**src/rtl/tmr_pkg.sv**
```systemverilog
package tmr_pkg;

  // Strobes from the register side to the counting datapath.
  typedef struct packed {
    logic start;    // enable goes from 0 to 1 on this clock
    logic run;      // enable bit as currently stored
    logic oneShot;  // mode bit: 1 = single expiry
  } tmrStrobe_t;

  // Control bit positions, which the bus decodes.
  localparam int CTL_EN     = 0;
  localparam int CTL_MODE   = 1;
  localparam int CTL_UNMASK = 2;
  localparam int CTL_BITS   = 3;

  // Register offsets.
  localparam int OFF_STATUS = 'h18;
  localparam int OFF_CTRL_A = 'h10;
  localparam int OFF_CTRL_B = 'h1C;

endpackage

```
**src/rtl/tmr_regs.sv**
```systemverilog
module tmr_regs
  import tmr_pkg::*;
#(
  parameter int ADDR_W   = 8,
  parameter int DATA_W   = 32,
  parameter int CNT_W    = 64,
  parameter bit CTRL_ALT = 1'b0
) (
  input  logic              clk,
  input  logic              rstN,
  input  logic [ADDR_W-1:0] busAddr,
  input  logic [DATA_W-1:0] busWdata,
  input  logic              busWe,
  input  logic              expire,
  output logic [DATA_W-1:0] busRdata,
  output logic [CNT_W-1:0]  loadVal,
  output tmrStrobe_t        strobe,
  output logic              statusBit,
  output logic              unmaskBit,
  output logic              irqOut
);

  localparam int LOAD_WORDS = CNT_W / DATA_W;
  localparam int WORD_BYTES = DATA_W / 8;
  localparam logic [ADDR_W-1:0] STAT_ADDR = ADDR_W'(OFF_STATUS);

  logic [ADDR_W-1:0]   ctrlAddr;
  logic [CTL_BITS-1:0] ctrlReg;
  logic [CNT_W-1:0]    loadReg;
  logic                ctrlWrite;
  logic                statWrite;

  // The register-map variant decides where the control register is decoded.
  generate
    if (CTRL_ALT) begin : g_ctrl_alt
      assign ctrlAddr = ADDR_W'(OFF_CTRL_B);
    end else begin : g_ctrl_base
      assign ctrlAddr = ADDR_W'(OFF_CTRL_A);
    end
  endgenerate

  assign ctrlWrite = busWe && (busAddr == ctrlAddr);
  assign statWrite = busWe && (busAddr == STAT_ADDR);

  // The load words sit at consecutive word offsets, starting at zero.
  always_ff @(posedge clk) begin
    if (!rstN) begin
      loadReg <= '0;
    end else if (busWe) begin
      for (int w = 0; w < LOAD_WORDS; w++) begin
        if (busAddr == ADDR_W'(w * WORD_BYTES)) begin
          loadReg[w*DATA_W +: DATA_W] <= busWdata;
        end
      end
    end
  end

  always_ff @(posedge clk) begin
    if (!rstN) begin
      ctrlReg <= '0;
    end else if (ctrlWrite) begin
      ctrlReg <= busWdata[CTL_BITS-1:0];
    end
  end

  // An expiry sets the status and wins over a clearing write on the same clock.
  always_ff @(posedge clk) begin
    if (!rstN) begin
      statusBit <= 1'b0;
    end else if (expire) begin
      statusBit <= 1'b1;
    end else if (statWrite && busWdata[0]) begin
      statusBit <= 1'b0;
    end
  end

  assign strobe.start   = ctrlWrite && busWdata[CTL_EN] && !ctrlReg[CTL_EN];
  assign strobe.run     = ctrlReg[CTL_EN];
  assign strobe.oneShot = ctrlReg[CTL_MODE];

  assign loadVal   = loadReg;
  assign unmaskBit = ctrlReg[CTL_UNMASK];
  assign irqOut    = statusBit && unmaskBit;

  always_comb begin
    busRdata = '0;
    for (int w = 0; w < LOAD_WORDS; w++) begin
      if (busAddr == ADDR_W'(w * WORD_BYTES)) begin
        busRdata = loadReg[w*DATA_W +: DATA_W];
      end
    end
    if (busAddr == ctrlAddr) begin
      busRdata = DATA_W'(ctrlReg);
    end
    if (busAddr == STAT_ADDR) begin
      busRdata = DATA_W'(statusBit);
    end
  end

endmodule

```
**src/rtl/tmr_count.sv**
```systemverilog
module tmr_count
  import tmr_pkg::*;
#(
  parameter int CNT_W = 64
) (
  input  logic             clk,
  input  logic             rstN,
  input  tmrStrobe_t       strobe,
  input  logic [CNT_W-1:0] loadVal,
  output logic             expire,
  output logic [CNT_W-1:0] count
);

  logic armed;

  // The count from N down to zero spans N+1 clocks, and zero is the expiry.
  assign expire = armed && strobe.run && (count == '0);

  always_ff @(posedge clk) begin
    if (!rstN) begin
      count <= '0;
      armed <= 1'b0;
    end else if (strobe.start) begin
      count <= loadVal;
      armed <= 1'b1;
    end else if (!strobe.run) begin
      armed <= 1'b0;
    end else if (expire) begin
      if (strobe.oneShot) begin
        armed <= 1'b0;
      end else begin
        count <= loadVal;
      end
    end else if (armed) begin
      count <= count - 1'b1;
    end
  end

endmodule

```
**src/rtl/prog_timer.sv**
```systemverilog
module prog_timer
  import tmr_pkg::*;
#(
  parameter int ADDR_W   = 8,
  parameter int DATA_W   = 32,
  parameter int CNT_W    = 64,
  parameter bit CTRL_ALT = 1'b0
) (
  input  logic              clk,
  input  logic              rstN,
  input  logic [ADDR_W-1:0] busAddr,
  input  logic [DATA_W-1:0] busWdata,
  input  logic              busWe,
  output logic [DATA_W-1:0] busRdata,
  output logic              irqOut
);

  tmrStrobe_t       strobe;
  logic [CNT_W-1:0] loadVal;
  logic [CNT_W-1:0] count;
  logic             expire;
  logic             statusBit;
  logic             unmaskBit;

  tmr_regs #(
    .ADDR_W  (ADDR_W),
    .DATA_W  (DATA_W),
    .CNT_W   (CNT_W),
    .CTRL_ALT(CTRL_ALT)
  ) u_regs (
    .clk      (clk),
    .rstN     (rstN),
    .busAddr  (busAddr),
    .busWdata (busWdata),
    .busWe    (busWe),
    .expire   (expire),
    .busRdata (busRdata),
    .loadVal  (loadVal),
    .strobe   (strobe),
    .statusBit(statusBit),
    .unmaskBit(unmaskBit),
    .irqOut   (irqOut)
  );

  tmr_count #(
    .CNT_W(CNT_W)
  ) u_count (
    .clk    (clk),
    .rstN   (rstN),
    .strobe (strobe),
    .loadVal(loadVal),
    .expire (expire),
    .count  (count)
  );

endmodule

```
**config.mk**
```make
export PLATFORM = sky130hd
export DESIGN_NAME = prog_timer
export DESIGN_NICKNAME = d
export VERILOG_FILES = /design/src/rtl/tmr_pkg.sv /design/src/rtl/tmr_regs.sv /design/src/rtl/tmr_count.sv /design/src/rtl/prog_timer.sv
export SDC_FILE = /design/constraint.sdc
export NUM_CORES = 1
export LEC_CHECK = 0
export ABC_AREA = 1
export CAP_MARGIN = 15
export CORE_MARGIN = 3
export CORE_UTILIZATION = 29
export CTS_CLUSTER_DIAMETER = 30
export DETAILED_ROUTE_END_ITERATION = 8
export PLACE_DENSITY = 0.55
export SLEW_MARGIN = 20
export SYNTH_ARGS = -nofsm -noshare
export SYNTH_HDL_FRONTEND = slang
export SYNTH_HIERARCHICAL = 1
export SYNTH_SLANG_ARGS = --single-unit
```
**constraint.sdc**
```tcl
create_clock -name clk -period 4.5 [get_ports clk]
set_clock_uncertainty 0.05 [all_clocks]
set_input_delay 0.9 -clock clk [delete_from_list [all_inputs] [get_ports clk]]
set_output_delay 0.9 -clock clk [all_outputs]
set_load 0.01 [all_outputs]
```
==> metrics.csv <==
metric;value;unit
setup_violations;0;
clkTransAtPathRegs;0.07;ns
synth-xor-area-share;1.878;%
dieArea;0.03269;mm2
power.leakage;5.487;nW
critPathRequiredTime;3.55;ns
synthMuxAreaShare;0;%
hold_path.class;reg -> reg;
tns;0;ns
synthAdderAreaFrac;0.1412;%
antenna_found_initial;0;
path_class;in -> out;
ff2ff_path_depth;11;
first_global_vias;8839;
grt_usage;18.28;%
tritoncts;yes;
syn_area;0.008860;mm2
ys_seq_area_share;30.05;%
cp-end-kind;output port;
finalNetCount;1690;
drc;0;
grt_first_pass_wirelength;48260;um
fp-row-count;63;
status;finished clean;
synth_simple_gate_area_share;49.56;%
cts.htree.levels;4;
drt_iter0_markers;719;
vias_per_cell;4.677;
power_density;266.5;mW/mm2
ir_worst_vdd;0.2443;mV
final_cell_mix;nand2_1, nor2_1, inv_1;
post-route-period-util;85.44;%
post_cts_buffers;0;
cts-root-buf;clkbuf_16;
clock_latency;0.43;ns
die_w;180.8;um
crit_arrival;2.89;ns
critPathLaunchType;input port;
drive_gt1_share;4.159;%
core;0.02987;mm2
rsz0062_at_grt;no;
area_growth;18.39;%
first_pass_iters;6;
diodes;0;
cts_buffers;17;
numPortBuffers;75;
maxCapViolCount;0;
cts_resized;0;
routed_wl;30430;um
synth-seq-cells;133;
drv_slew;0;
synth_compound_area_share;5.960;%
avgRoutedWirePerCell;14.85;um
ys_types;30;
synth_warnings;6;
synthCells;1602;
final_common_cell;nand2_1;
slew_headroom;47.89;%
syn-num-nets;1646;
period_needed;3.845;ns
postCtsHoldBufs;0;
cts.sinks;133;
antenna_left;0;
worst_pin_slew;0.7816;ns
synth_top_family_by_area;simple AND/OR/NAND/NOR gates;
dp_hpwl;22140;um
worst-path-max-fanout;63;
max_freq;260.1;MHz
vias;9584;
die_y;180.8;um
grt_overflow;0;
place.gp.congestion;0.9308;
pin_count;76;
initial_core_util;29.66;%
grt_max_degree;70;
synth_area_per_cell;5.530;um2
ctsLongestPathBuffers;2;
min_delay_path_depth;2;
p_total;2.795;mW
hold_viol_final;0;
cells by family after synthesis:
group | count (synthesis)
XOR/XNOR | 19
AND/OR/NAND/NOR | 1092
AO/OA/AOI/OAI | 96
buffers and inverters | 261
flip-flops | 133
adder cells (fa/ha/maj) | 1
through the flow:
step	worst slack [ns]	util, %	hold WS [ns]	area [um2]	std cells
2_1_floorplan	1.530	-	0.4003	8860	1602
3_3_place_gp	0.5907	33.14	0.4254	9899	2017
3_5_place_dp	0.4937	33.14	0.4289	9899	2017
4_1_cts	0.6485	35.11	0.4475	10490	2049
5_1_grt	0.4700	35.11	0.4717	10490	2049
6_report	0.6551	35.11	0.4431	10490	2049
report_power, final:
group          total (mW)  internal (mW)  switching (mW)
Sequential           1.18           1.18         0.00206
Clock                1.42          0.789           0.636
Combinational       0.190         0.0720           0.118
Total                2.80           2.04           0.756
path summary, 6_finish.rpt:
kind                startpoint                 to  slack, ns
max                 busAddr[1]        busRdata[7]       0.66
min           u_regs/statusBit   u_regs/statusBit       0.44
max reg2reg  u_count/count[48]  u_count/count[37]       1.72
min reg2reg   u_regs/statusBit   u_regs/statusBit       0.44
sequential cells by signal (all words and copies together), names as in the netlist:
name / cells
u_regs/ctrlReg: 3
u_regs/loadVal: 64
u_count/count: 64
u_regs/statusBit: 1
u_count/armed: 1
Yosys cell counts (all sizes together):
master,instances,area [um2]
o21bai,13,97.59
o21ai,31,155.2
dfxtp,133,2663
o211ai,5,37.54
nor3,8,62.56
clkinv,2,7.510
inv,194,728.2
nor2,329,1282
clkbuf,11,41.29
xnor2,2,17.52
buf,54,322.8
a21oi,46,230.2
nand3b,1,7.510
a21boi,1,7.510
ha,1,12.51
nand2,619,2343
nand3,130,663.1
nand4,5,31.28
xor2,17,148.9
metal layers:
metal / global-route usage [%] / up-vias / share of wire, %
li1: - / 4943 / -
met1: 25.45 / 4368 / 48
met2: 29.66 / 244 / 46
met3: 2.637 / 29 / 4.9
met4: 4.820 / 0 / 1.5
met5: 0 / - / 0
worst max-delay path: stages:
cell and delay (ns):
clkdlybuf4s50_1 0.42, nor2_1 0.15, nand3_1 0.20, nor2_4 0.16, buf_12 0.28, nand2_1 0.14, nand2_1 0.09, clkdlybuf4s50_1 0.54
layout make-up:
cell class	count	area (um2)
Inverter	196	735.7
Tap cell	390	488.0
Timing Repair Buffer	90	905.9
Clock buffer	17	425.4
Multi-Input combinational cell	1208	5107
Sequential cell	133	2663
Fill cell	3325	19390
Clock inverter	15	163.9
(Power assumes the default switching activity.)
